### src/rtl/mscn_pkg.sv
package mscn_pkg;
    parameter int MAG_W     = 5;
    parameter int MAX_EDGES = 24;
    localparam int MSG_W    = MAG_W + 1;
    localparam int IDX_W    = $clog2(MAX_EDGES);
    localparam logic [MAG_W-1:0] MAG_MAX = {MAG_W{1'b1}};

    typedef enum logic {
        ST_IDLE,
        ST_COLLECT
    } cn_state_e;

    typedef struct packed {
        logic [MAG_W-1:0] min1;
        logic [MAG_W-1:0] min2;
        logic [IDX_W-1:0] pos;
    } minpair_t;
endpackage

### src/rtl/mscn_sort_step.sv
module mscn_sort_step
    import mscn_pkg::*;
(
    input  minpair_t             cur,
    input  logic [MAG_W-1:0]     mag,
    input  logic [IDX_W-1:0]     pos,
    output minpair_t             nxt
);
    always_comb begin
        nxt = cur;
        if (mag < cur.min1) begin
            nxt.min2 = cur.min1;
            nxt.min1 = mag;
            nxt.pos  = pos;
        end else if (mag < cur.min2) begin
            nxt.min2 = mag;
        end
    end
endmodule

### src/rtl/mscn_norm.sv
module mscn_norm #(
    parameter int W = 5
) (
    input  logic [W-1:0] m_in,
    output logic [W-1:0] m_out
);
    assign m_out = m_in - (m_in >> 2);
endmodule

### src/rtl/mscn_edge_out.sv
module mscn_edge_out
    import mscn_pkg::*;
(
    input  minpair_t               res,
    input  logic                   res_prod,
    input  logic [MAX_EDGES-1:0]   res_sgn,
    input  logic [IDX_W-1:0]       sel_idx,
    output logic [MSG_W-1:0]       msg
);
    logic [MAG_W-1:0] mag_pick;
    logic [MAG_W-1:0] mag_scaled;
    logic             own_sgn;

    always_comb begin
        own_sgn = 1'b0;
        for (int e = 0; e < MAX_EDGES; e++) begin
            if (sel_idx == IDX_W'(e)) own_sgn = res_sgn[e];
        end
        mag_pick = (sel_idx == res.pos) ? res.min2 : res.min1;
    end

    mscn_norm #(.W(MAG_W)) u_norm (
        .m_in  (mag_pick),
        .m_out (mag_scaled)
    );

    assign msg = {res_prod ^ own_sgn, mag_scaled};
endmodule

### src/rtl/mscn_cell.sv
module mscn_cell
    import mscn_pkg::*;
(
    input  logic             clk,
    input  logic             rst_n,
    input  logic             in_valid,
    input  logic [5:0]       in_msg,
    input  logic             in_last,
    input  logic             rd_en,
    input  logic [4:0]       rd_idx,
    output logic             row_ready,
    output logic             out_valid,
    output logic [5:0]       out_msg
);
    localparam minpair_t SORT_INIT = '{min1: MAG_MAX, min2: MAG_MAX, pos: '0};

    cn_state_e            state, state_nxt;
    logic [IDX_W-1:0]     cnt;
    minpair_t             acc, base, step_nxt, res;
    logic                 acc_prod, base_prod, res_prod;
    logic [MAX_EDGES-1:0] acc_sgn, sgn_nxt, res_sgn;
    logic [IDX_W-1:0]     edge_pos;
    logic [MSG_W-1:0]     rd_msg;
    logic                 in_sign;

    assign in_sign   = in_msg[MAG_W];
    assign edge_pos  = (state == ST_IDLE) ? '0 : cnt;
    assign base      = (state == ST_IDLE) ? SORT_INIT : acc;
    assign base_prod = (state == ST_IDLE) ? 1'b0 : acc_prod;

    mscn_sort_step u_sort (
        .cur (base),
        .mag (in_msg[MAG_W-1:0]),
        .pos (edge_pos),
        .nxt (step_nxt)
    );

    for (genvar e = 0; e < MAX_EDGES; e++) begin : g_sgn
        assign sgn_nxt[e] = (edge_pos == IDX_W'(e)) ? in_sign : acc_sgn[e];
    end

    mscn_edge_out u_out (
        .res      (res),
        .res_prod (res_prod),
        .res_sgn  (res_sgn),
        .sel_idx  (rd_idx),
        .msg      (rd_msg)
    );

    always_ff @(posedge clk or negedge rst_n) begin
        if (!rst_n) state <= ST_IDLE;
        else        state <= state_nxt;
    end

    always_comb begin
        state_nxt = state;
        unique case (state)
            ST_IDLE:    if (in_valid && !in_last) state_nxt = ST_COLLECT;
            ST_COLLECT: if (in_valid && in_last)  state_nxt = ST_IDLE;
            default:    state_nxt = ST_IDLE;
        endcase
    end

    always_ff @(posedge clk or negedge rst_n) begin
        if (!rst_n) begin
            cnt       <= '0;
            acc       <= SORT_INIT;
            acc_prod  <= 1'b0;
            acc_sgn   <= '0;
            res       <= SORT_INIT;
            res_prod  <= 1'b0;
            res_sgn   <= '0;
            row_ready <= 1'b0;
            out_valid <= 1'b0;
            out_msg   <= '0;
        end else begin
            if (in_valid) begin
                acc      <= step_nxt;
                acc_prod <= base_prod ^ in_sign;
                acc_sgn  <= sgn_nxt;
                cnt      <= (edge_pos < IDX_W'(MAX_EDGES - 1)) ? edge_pos + 1'b1 : edge_pos;
                if (in_last) begin
                    res       <= step_nxt;
                    res_prod  <= base_prod ^ in_sign;
                    res_sgn   <= sgn_nxt;
                    row_ready <= 1'b1;
                end
            end
            out_valid <= rd_en && row_ready;
            if (rd_en) out_msg <= rd_msg;
        end
    end
endmodule

### config.mk
export PLATFORM = sky130hd
export DESIGN_NAME = mscn_cell
export DESIGN_NICKNAME = d
export VERILOG_FILES = /design/src/rtl/mscn_pkg.sv /design/src/rtl/mscn_sort_step.sv /design/src/rtl/mscn_norm.sv /design/src/rtl/mscn_edge_out.sv /design/src/rtl/mscn_cell.sv
export SDC_FILE = /design/constraint.sdc
export NUM_CORES = 1
export LEC_CHECK = 0
export ABC_CLOCK_PERIOD_IN_PS = 3400
export BUFFER_PORTS_ARGS = -buffer_cell sky130_fd_sc_hd__buf_4
export CAP_MARGIN = 20
export CORE_UTILIZATION = 30
export DETAILED_ROUTE_END_ITERATION = 6
export GPL_TIMING_DRIVEN = 0
export SYNTH_ARGS = -nofsm -noshare
export SYNTH_HDL_FRONTEND = slang
export SYNTH_SLANG_ARGS = --single-unit
### constraint.sdc
create_clock -name clk -period 3.4 [get_ports clk]
set_input_delay 0.51 -clock clk [delete_from_list [all_inputs] [get_ports clk]]
set_output_delay 0.51 -clock clk [all_outputs]
set_load 0.01 [all_outputs]
# [Word level (Yosys, flattened, before mapping)]
# Index checks and enable logic that the tools add are counted.
# W data, S select, Z words.
[word_totals] out_inout_bits=8 wordCells=137 regBits=94 inputBits=16
[classes] addsub=2 n_bitwise=3 reduce_logical=7 n_mux=60 n_lt_le_gt_ge=3 eq_ne=47
[op_table] cell="$eq A5 B4 Y1 const B" count=16
[op_table] cell="$eq A5 B5 Y1 const B" count=16
[op_table] cell="$mux W1" count=51
[op_table] cell="$eq A5 B3 Y1 const B" count=8
[op_table] cell="$mux W5" count=7
[op_table] cell="$eq A5 B2 Y1 const B" count=4
[op_table] cell="$mux W15" count=1
[op_table] cell="$eq A5 B1 Y1 const B" count=2
[op_table] cell="$logic_not A5 Y1" count=2
[op_table] cell="$lt A5 B5 Y1" count=2
[op_table] cell="$add A5 B1 Y5 const B" count=1
[op_table] cell="$eq A5 B5 Y1" count=1
[op_table] cell="$lt A5 B5 Y1 const B" count=1
[op_table] cell="$sub A5 B3 Y5" count=1
[op_table] cell="$logic_and A1 B1 Y1" count=3
[op_table] cell="$pmux W1 S2" count=1
[op_table] cell="$reduce_and A2 Y1" count=1
[op_table] cell="$xor A1 B1 Y1" count=2
[op_table] cell="$logic_not A1 Y1" count=1
[op_table] cell="$not A1 Y1" count=1

# [Logic depth before layout (Yosys ltp)]
# Gate-level depths: netlist of run 1.
[logic_depth] ltp_word=26 mapped_depth=13 ltp_nobuf=10

# [Cells and area by module]
# A second synthesis of run 1 with hierarchy kept.
[hier_totals] hier_cells=569 area_unflattened_um2=5529.1
[by_module_without_submodules] module="mscn_cell" cells_each=437 n_inst=1 area_per_inst_um2=4433.0 seq_area_each_um2=2377.3
[by_module_without_submodules] module="mscn_sort_step" cells_each=67 n_inst=1 area_per_inst_um2=554.3 seq_area_each_um2=0.0
[by_module_without_submodules] module="mscn_edge_out" cells_each=49 n_inst=1 area_per_inst_um2=412.9 seq_area_each_um2=0.0
[by_module_without_submodules] module="mscn_norm" cells_each=16 n_inst=1 area_per_inst_um2=128.9 seq_area_each_um2=0.0

# [Worst setup path after synthesis of run 1]
# Ideal clock, no wire load.
[synth_path] path_type="in2reg" from="input rd_idx[1]" to="register out_msg[3]" n_path_buf=2 path_stages=10 t_required_ps=3275 setup_time_ps=125 setup_slack_ps=717 t_arrival_ps=2558 cell_sequence="buf_2 -> buf_4 -> xor2_1 -> nor3_4 -> mux2i_2 -> ha_1 -> a21o_1 -> a21oi_1 -> xnor2_1 -> mux2_2"
[synth_via] elab_chain_cells=3
[synth_rtl] element="from (decl)" line_no="mscn_cell.sv:10" rtl="input logic [4:0] rd_idx,"
[synth_rtl] element="$eq A5 B5 Y1" line_no="mscn_edge_out.sv:19" rtl="mag_pick = (sel_idx == res.pos) ? res.min2 : res.min1;"
[synth_rtl] element="$mux W5" line_no="mscn_edge_out.sv:19"
[synth_rtl] element="$sub A5 B3 Y5" line_no="mscn_norm.sv:7" rtl="assign m_out = m_in - (m_in >> 2);"
[synth_rtl] element="to (signal assigned)" line_no="mscn_cell.sv:90" rtl="if (rd_en) out_msg <= rd_msg;"
[synth_rtl] element="to (decl)" line_no="mscn_cell.sv:13" rtl="output logic [5:0] out_msg"
# Every way passes these cells.
# A chain may end at the register's enable or synchronous reset.

==> results.txt, run 1 <==
In this run the mean area of a mapped cell was 9.72 µm². The width of the die came out at approximately 130 µm. The kind of capture point of the worst setup path is a flip-flop. The critical path required time is roughly 3.7 ns. Setup repair after global routing left no endpoint under its margin.

The wire length of the first global-routing pass is 20100 µm. The most used flip-flop cell after synthesis is sky130_fd_sc_hd__dfrtp_1. The final count of pins violating max slew came to 0. The cell area power density came out at between 600 and 700 nW/µm². At the pin with the least slew margin, the transition time is between 0.6 and 0.7 ns. The net count reported at finish came out at roughly 600. The total of flip-flops plus latches after synthesis came out at 94. The analysis attributes to cell leakage a power of between 2 and 3 nW. During synthesis, Yosys emitted a total of 0 warnings. In this run the remaining antenna-violating nets after routing total 0.

The I/O pin count came out at 24. The commonest non-fill, non-tap cell in the layout is sky130_fd_sc_hd__nand2_1. The number of enable flip-flop cells after synthesis came out at 0.

Wire segments on met3 add up to approximately 280 µm in the final route. The length of the first detailed-routing pass in iterations came out at 4. The routed length per instance came out at 15.4 µm.

In this run the worst path has a maximum fanout of 16. The initial core utilization is about 31%. The worst pin sits at a relative slew slack of 54.8%. The share of final-layout standard cells stronger than drive strength 1 is about 17%. The number of global-route vias before repair came out at ~4000. The path class of the tightest hold or removal check is primary input to asynchronous set/reset pin. The wire length on met1 came out at slightly below 6000 µm. The footprint of the flip-flops and latches is approximately 2400 µm². The share of flip-flops with an asynchronous set or reset is 100%. The total DRC errors in the routed layout came out at 0.

Measured on the finished design, the core utilization comes to about a third. The net count after synthesis came out at about 570. The sequential cell area fraction in the yosys report came out at between 40% and 50%. Detailed routing inserted a total of between 3000 and 4000 vias. In this run the clock root is driven by a sky130_fd_sc_hd__clkbuf_16. The area of the mapped netlist came out at 5170 µm². Clock skew on the completed layout was measured at approximately 0.0090 ns. The count of buffers added on input and output ports is 19. The insertion delay to the later sink of the worst-skew pair came out at 0.34 ns.

TritonCTS built the clock tree. The sum of net half-perimeters after detailed placement came out at between 9000 and 10000 µm. The deepest clock path buffer count came out at 2.

The worst setup path is launched from a flip-flop. The area of the die is 17800 µm². For the final routed database, the setup TNS stands at 0 ns.

The violation count after the first detailed-route iteration came out at 203. The total routing usage reported by global routing is approximately 14%. The number of buffers added for setup after CTS came out at 0. The total clock sinks came out at 94.

The total length of routed met2 wires came out at approximately 5700 µm. After clock tree synthesis, the clock-pin slew on the worst setup and hold paths is ~0.07 ns. The routability congestion estimate came out at roughly 0.85. Timing would allow up to between 300 and 400 MHz. The relative area change from synthesis to final layout is 14.1%. Summed over all layers, the routed wires come to 12100 µm. The distinct cell type count after synthesis came out at 57. The class of the most critical setup path is flip-flop to flip-flop. The library cells used most frequently in the layout, excluding fill and tap cells, are 90 x sky130_fd_sc_hd__nand2_1, 74 x sky130_fd_sc_hd__dfrtp_1, 33 x sky130_fd_sc_hd__mux2i_1.

Entering global routing, the biggest net connects 68 pins. IR analysis of the VDD net gives a maximum drop of ~0.00026 V. The final number of setup-violating endpoints came out at 0.

The post-detailed-route via-to-cell ratio came out at ~5. The standard-cell row count is 47. The number of diodes added for antenna fixing came out at 0.

The uppermost signal routing layer after detailed routing is met4. The shortest clock period the worst path allows after layout came out at slightly above 3 ns. The area of the core region is 16700 µm².

The arrival time of data at the critical path endpoint is between 3 and 4 ns. The overall die height is 133 µm. The layout filler cell count came out at ~1700. Summed over all layers, the global routing overflow is 0. The flow ran to the end, and the final reports show no timing, DRC or antenna violations. The number of H-tree levels is 3.

The number of endpoints with negative hold slack in the final report came to 0. The total area of multi-input combinational cells came out at roughly 2600 µm². The portion of the clock cycle consumed by the worst path in the final layout came out at about nine tenths.

The number of buffers inserted during clock tree synthesis is 9. The synthesized netlist cell count came out at between 500 and 600. The number of violations of the max-capacitance limit is 0. The number of antenna violations at the first check in global routing is 0. The hold buffer count at CTS came out at 0.
==> path summary, 6_finish.rpt <==
path | endpoint | slack, ns | depth (start not counted)
max | acc[5] | 0.35 | 12
min | cnt[1] | 0.09 | 1
max reg2reg | acc[5] | 0.35 | 12
min reg2reg | res[12] | 0.47 | 2
max in group asynchronous | acc[11] | 2.61 | 2
min in group clk | acc[13] | 0.46 | 3
==> registers in the layout, summed over array words and instances, names as in the netlist, 5 cells and up, named ones only <==
register / flops
res: 15
acc: 15
out_msg: 6
cnt: 5
res_sgn: 24
acc_sgn: 24
==> Yosys cell counts (10+ instances only) <==
cell type | number | share of area, %
sky130_fd_sc_hd__mux2i_1 | 33 | 6.4
sky130_fd_sc_hd__nor2_1 | 32 | 2.3
sky130_fd_sc_hd__a21oi_1 | 25 | 2.4
sky130_fd_sc_hd__mux2_1 | 14 | 3.0
sky130_fd_sc_hd__nand3_1 | 13 | 1.3
sky130_fd_sc_hd__ha_1 | 16 | 3.9
sky130_fd_sc_hd__o21ai_1 | 30 | 2.9
sky130_fd_sc_hd__nand2_1 | 90 | 6.5
sky130_fd_sc_hd__clkbuf_1 | 28 | 2.0
sky130_fd_sc_hd__mux2_2 | 28 | 6.1
sky130_fd_sc_hd__dfstp_2 | 20 | 10
sky130_fd_sc_hd__dfrtp_1 | 74 | 36
sky130_fd_sc_hd__and2_1 | 10 | 1.2
sky130_fd_sc_hd__inv_1 | 14 | 1.0
sky130_fd_sc_hd__o21ai_0 | 17 | 1.6
==> logic make-up after synthesis <==
| kind of cell | Yosys count | synth area share, % |
|---|---|---|
| AO/OA/AOI/OAI | 107 | 12.7 |
| XOR/XNOR | 9 | 1.52 |
| adder cells (fa/ha/maj) | 17 | 4.26 |
| buffers and inverters | 51 | 4.04 |
| flip-flops | 94 | 46.0 |
| multiplexers | 77 | 16.2 |
| AND/OR/NAND/NOR | 177 | 15.3 |
==> layout make-up <==
type	count	share of cell area [%]
Multi-Input combinational cell	387	43.8
Sequential cell	94	40.3
Tap cell	220	4.67
Clock buffer	10	4.05
Timing Repair Buffer	20	2.88
Buffer	34	2.48
Inverter	16	1.02
Clock inverter	6	0.764
==> report_power, final <==
group          total, mW  switching (mW)  leakage (nW)  internal [mW]
clock network      0.956           0.436         0.133          0.520
registers           1.75           0.230          1.16           1.52
logic               1.25           0.700          1.32          0.552
total               3.96            1.37          2.62           2.59
==> repair_timing <==
item,in CTS,in global routing
gates resized for setup,0,2
gates cloned,0,0
hold endpoints to repair,0,0
endpoints found under the setup margin,2,12
==> stage by stage <==
step,cells,hold WS (ns),cell area [µm²],worst slack (ns),power (mW)
after floorplan,532,0.214,5170,0.717,2.60
after global placement,771,0.449,5590,0.0277,2.94
after detailed placement,772,0.454,5620,0.0113,3.02
after CTS,787,0.0962,5900,0.196,3.99
after global routing,787,0.114,5900,0.134,4.22
final,787,0.0924,5900,0.355,3.96
==> metal layers <==
layer / global-route usage, % / vias to the layer above
li1: - / 1905
met4: 5.37 / 0
met5: 0 / -
met2: 23.8 / 62
met3: 1.98 / 10
met1: 18.9 / 1882
==> worst max-delay path, cell delays in order, from the launching register on <==
cell	delay [ns]
sky130_fd_sc_hd__dfrtp_1	0.44
sky130_fd_sc_hd__clkbuf_2	0.22
sky130_fd_sc_hd__inv_2	0.27
sky130_fd_sc_hd__nor2_1	0.14
sky130_fd_sc_hd__ha_1	0.30
sky130_fd_sc_hd__o21ai_1	0.06
sky130_fd_sc_hd__a21oi_1	0.16
sky130_fd_sc_hd__o41a_1	0.15
sky130_fd_sc_hd__clkbuf_1	0.28
sky130_fd_sc_hd__buf_2	0.34
sky130_fd_sc_hd__nor2_1	0.08
sky130_fd_sc_hd__nor3_1	0.33
sky130_fd_sc_hd__mux2_2	0.23
No activity file was read; power rests on OpenSTA's default activity.
==> run 2: changes to the inputs <==
--- a/config.mk
+++ b/config.mk
@@ -5,7 +5,7 @@
 export SDC_FILE = /design/constraint.sdc
 export NUM_CORES = 1
 export LEC_CHECK = 0
-export ABC_CLOCK_PERIOD_IN_PS = 3400
+export ABC_CLOCK_PERIOD_IN_PS = 3900
 export BUFFER_PORTS_ARGS = -buffer_cell sky130_fd_sc_hd__buf_4
 export CAP_MARGIN = 20
 export CORE_UTILIZATION = 30
==> constraint.sdc (replaced) <==
create_clock -name clk -period 3.9 [get_ports clk]
set_input_delay 0.585 -clock clk [delete_from_list [all_inputs] [get_ports clk]]
set_output_delay 0.585 -clock clk [all_outputs]
set_load 0.01 [all_outputs]
==> run 2 against run 1 <==
Compared with the run above:
- fmax decreased by 12%
- sequential power is 13% lower
- die area stayed put
- setup slack improved by 0.066 ns
- sequential share of layout area about the same
- cell area about the same
- clock-buffer cell count unchanged
- cell count rose by 0.13%
- hold slack gained 0.073 ns
- combinational power shrank 13%
- total power shrank 13%
==> results.txt, run 2 (synthesis gave the netlist of run 1 again) <==
The critical path required time is about 4.2 ns. Setup repair after global routing left no endpoint under its margin. The largest registers in the layout are acc_sgn x24, res_sgn x24.

The post-detailed-routing wire length came out at 12100 µm. The endpoint identified for the worst register-to-register timing path is acc[5]. The length of the first detailed-routing pass in iterations came out at 5. The achievable frequency came out at roughly 290 MHz. The initial utilization of the core area, before any placement, comes to a little under a third. The area of the die came out at 17800 µm². The number of hold buffers added after CTS was 0.

The tree built by TritonCTS fans out to 94 sinks. The relative area change from synthesis to final layout is 14.1%. The run finished with clean final reports. The via count came out at a little under 4000. In the final timing run, aggregate negative setup slack is 0 ns. Across all register-to-register paths, the minimum setup slack is between 0.4 and 0.5 ns. The area of the core region came out at 16700 µm². The largest net degree at the start of global routing is 68. The worst hold-check slack is roughly 0.17 ns. The number of antenna violations at the first check in global routing is 0. Measured along the y axis, the die boundary spans approximately 130 µm.

During placement, the flow inserted port buffers numbering 19. Row generation in the floorplan step produced 47 rows. The width of the die came out at between 100 and 150 µm.

The layout filler cell count is 1689. The violation count after the first detailed-route iteration came out at approximately 190. The number of buffers inserted during clock tree synthesis is 9. The max-slew headroom at the worst pin is 54.8%.

The shortest clock period the worst path allows after layout came out at approximately 3.5 ns. With fillers left out, the area of the finished cells amounts to 5900 µm². The deepest clock path buffer count is 2.

The insertion delay to the later sink of the worst-skew pair is roughly 0.34 ns. The post-CTS clock slew at the launch and capture registers of the worst setup and hold paths came out at roughly 0.070 ns. The first global-routing pass estimated about 20000 µm of wire. The sum of net half-perimeters after detailed placement is around 9100 µm. Gates resized during post-CTS repair numbered 0. The number of diodes added for antenna fixing is 0. By startpoint and endpoint, the worst setup path is classified as flip-flop to flip-flop. The class of the most critical hold timing path is primary input to asynchronous set/reset pin.

The routability congestion estimate is 0.847. The number of buffers added for setup after CTS came out at 0. The worst setup path is launched from a flip-flop. The I/O pin count came out at 24.

After layout, the design draws a total of around 3.4 mW. The final count of pins violating max slew is 0. The total DRC errors in the routed layout came out at 0.

The library cell used most frequently in the layout, excluding fill and tap cells, is sky130_fd_sc_hd__nand2_1. The portion of the clock cycle consumed by the worst path in the final layout came out at about nine tenths. The largest voltage drop on the vdd net came out at about 0.00022 V.

Max-cap violations in this run came to 0. CTS placed an instance of sky130_fd_sc_hd__clkbuf_16 at the clock tree root. The post-detailed-route count of antenna-violating nets is 0. Cells fill a little over a third of the core in the end. Following the worst setup path forward leads to its endpoint at acc[5]. Of all nets on the critical path, the largest fanout is 10. The share of final-layout standard cells stronger than drive strength 1 is 17.3%. The number of H-tree levels came out at 3. TritonCTS built the clock tree. The kind of capture point of the worst setup path is a flip-flop. Setup violations remaining at the end of the flow were counted as 0. In the layout the commonest cells are 90 x sky130_fd_sc_hd__nand2_1, 74 x sky130_fd_sc_hd__dfrtp_1, 33 x sky130_fd_sc_hd__mux2i_1. The placed instances occupy a cell area of about 5600 µm². The cell area power density is ~580 nW/µm². The arrival time of data at the critical path endpoint is around 3.8 ns.

The routed length per instance came out at between 15 and 20 µm. The total routing usage reported by global routing is between 10 and 15%. The post-detailed-route via-to-cell ratio is a little under 5.

The clock tree skew after final layout is approximately 0.012 ns. The final layout contains 596 nets. At the pin with the least slew margin, the transition time is between 0.6 and 0.7 ns. The count of cells along the worst register-to-register path is 13. The analysis attributes to cell leakage a power of between 2 and 3 nW. The aggregate global routing overflow came out at 0. The number of global-route vias before repair was around 4000. The number of endpoints with negative hold slack in the final report is 0.
==> run 2: report_power, final <==
part | internal (mW) | total [mW] | switching (mW)
Combinational | 0.481 | 1.09 | 0.609
Sequential | 1.32 | 1.52 | 0.201
Clock | 0.453 | 0.834 | 0.381
Total | 2.26 | 3.45 | 1.19
==> run 2: worst min path at each step <==
stage	start	end	slack (ns)	cells after the start
6_report	rst_n	cnt[1]	0.17	1
5_1_grt	rst_n	acc_sgn[10]	0.19	1
4_1_cts	rst_n	acc_sgn[10]	0.17	1
3_5_place_dp	res[12]	res[12]	0.45	2
3_3_place_gp	res[12]	res[12]	0.45	2
2_1_floorplan	rst_n	asynchronous set/reset pin	0.29	0
==> run 2: routing by layer <==
metal | track usage, % | vias to the layer above | routed length (µm)
met5 | 0 | - | 0
met4 | 5.30 | 0 | 125
met3 | 1.98 | 8 | 307
met2 | 23.9 | 75 | 5780
met1 | 18.9 | 1863 | 5880
li1 | - | 1909 | -
==> run 2: stage by stage <==
stage          std cells  worst slack, ns
6_report             788            0.421
5_1_grt              788            0.222
4_1_cts              788            0.476
3_5_place_dp         772            0.511
3_3_place_gp         771            0.528
2_1_floorplan        532             1.14
==> run 2: cell type report <==
type                            count  area [µm²]  share of cell area (%)
Sequential cell                    94        2380                    40.3
Clock buffer                       10         239                    4.05
Clock inverter                      6        45.0                   0.763
Tap cell                          220         275                    4.66
Multi-Input combinational cell    387        2590                    43.8
Buffer                             35         149                    2.52
Timing Repair Buffer               20         170                    2.88
Inverter                           16        60.1                    1.02
==> run 2: critical path, stage by stage (launching register included) <==
cell and delay, ns:
sky130_fd_sc_hd__dfrtp_1 0.44, sky130_fd_sc_hd__clkbuf_1 0.26, sky130_fd_sc_hd__inv_2 0.19, sky130_fd_sc_hd__clkbuf_1 0.42, sky130_fd_sc_hd__nor2_1 0.17, sky130_fd_sc_hd__ha_1 0.31
sky130_fd_sc_hd__nor3_1 0.05, sky130_fd_sc_hd__nor2_1 0.15, sky130_fd_sc_hd__o41a_1 0.16, sky130_fd_sc_hd__clkbuf_1 0.28, sky130_fd_sc_hd__buf_2 0.35, sky130_fd_sc_hd__nor2_1 0.08
sky130_fd_sc_hd__nor3_1 0.34, sky130_fd_sc_hd__mux2_2 0.23
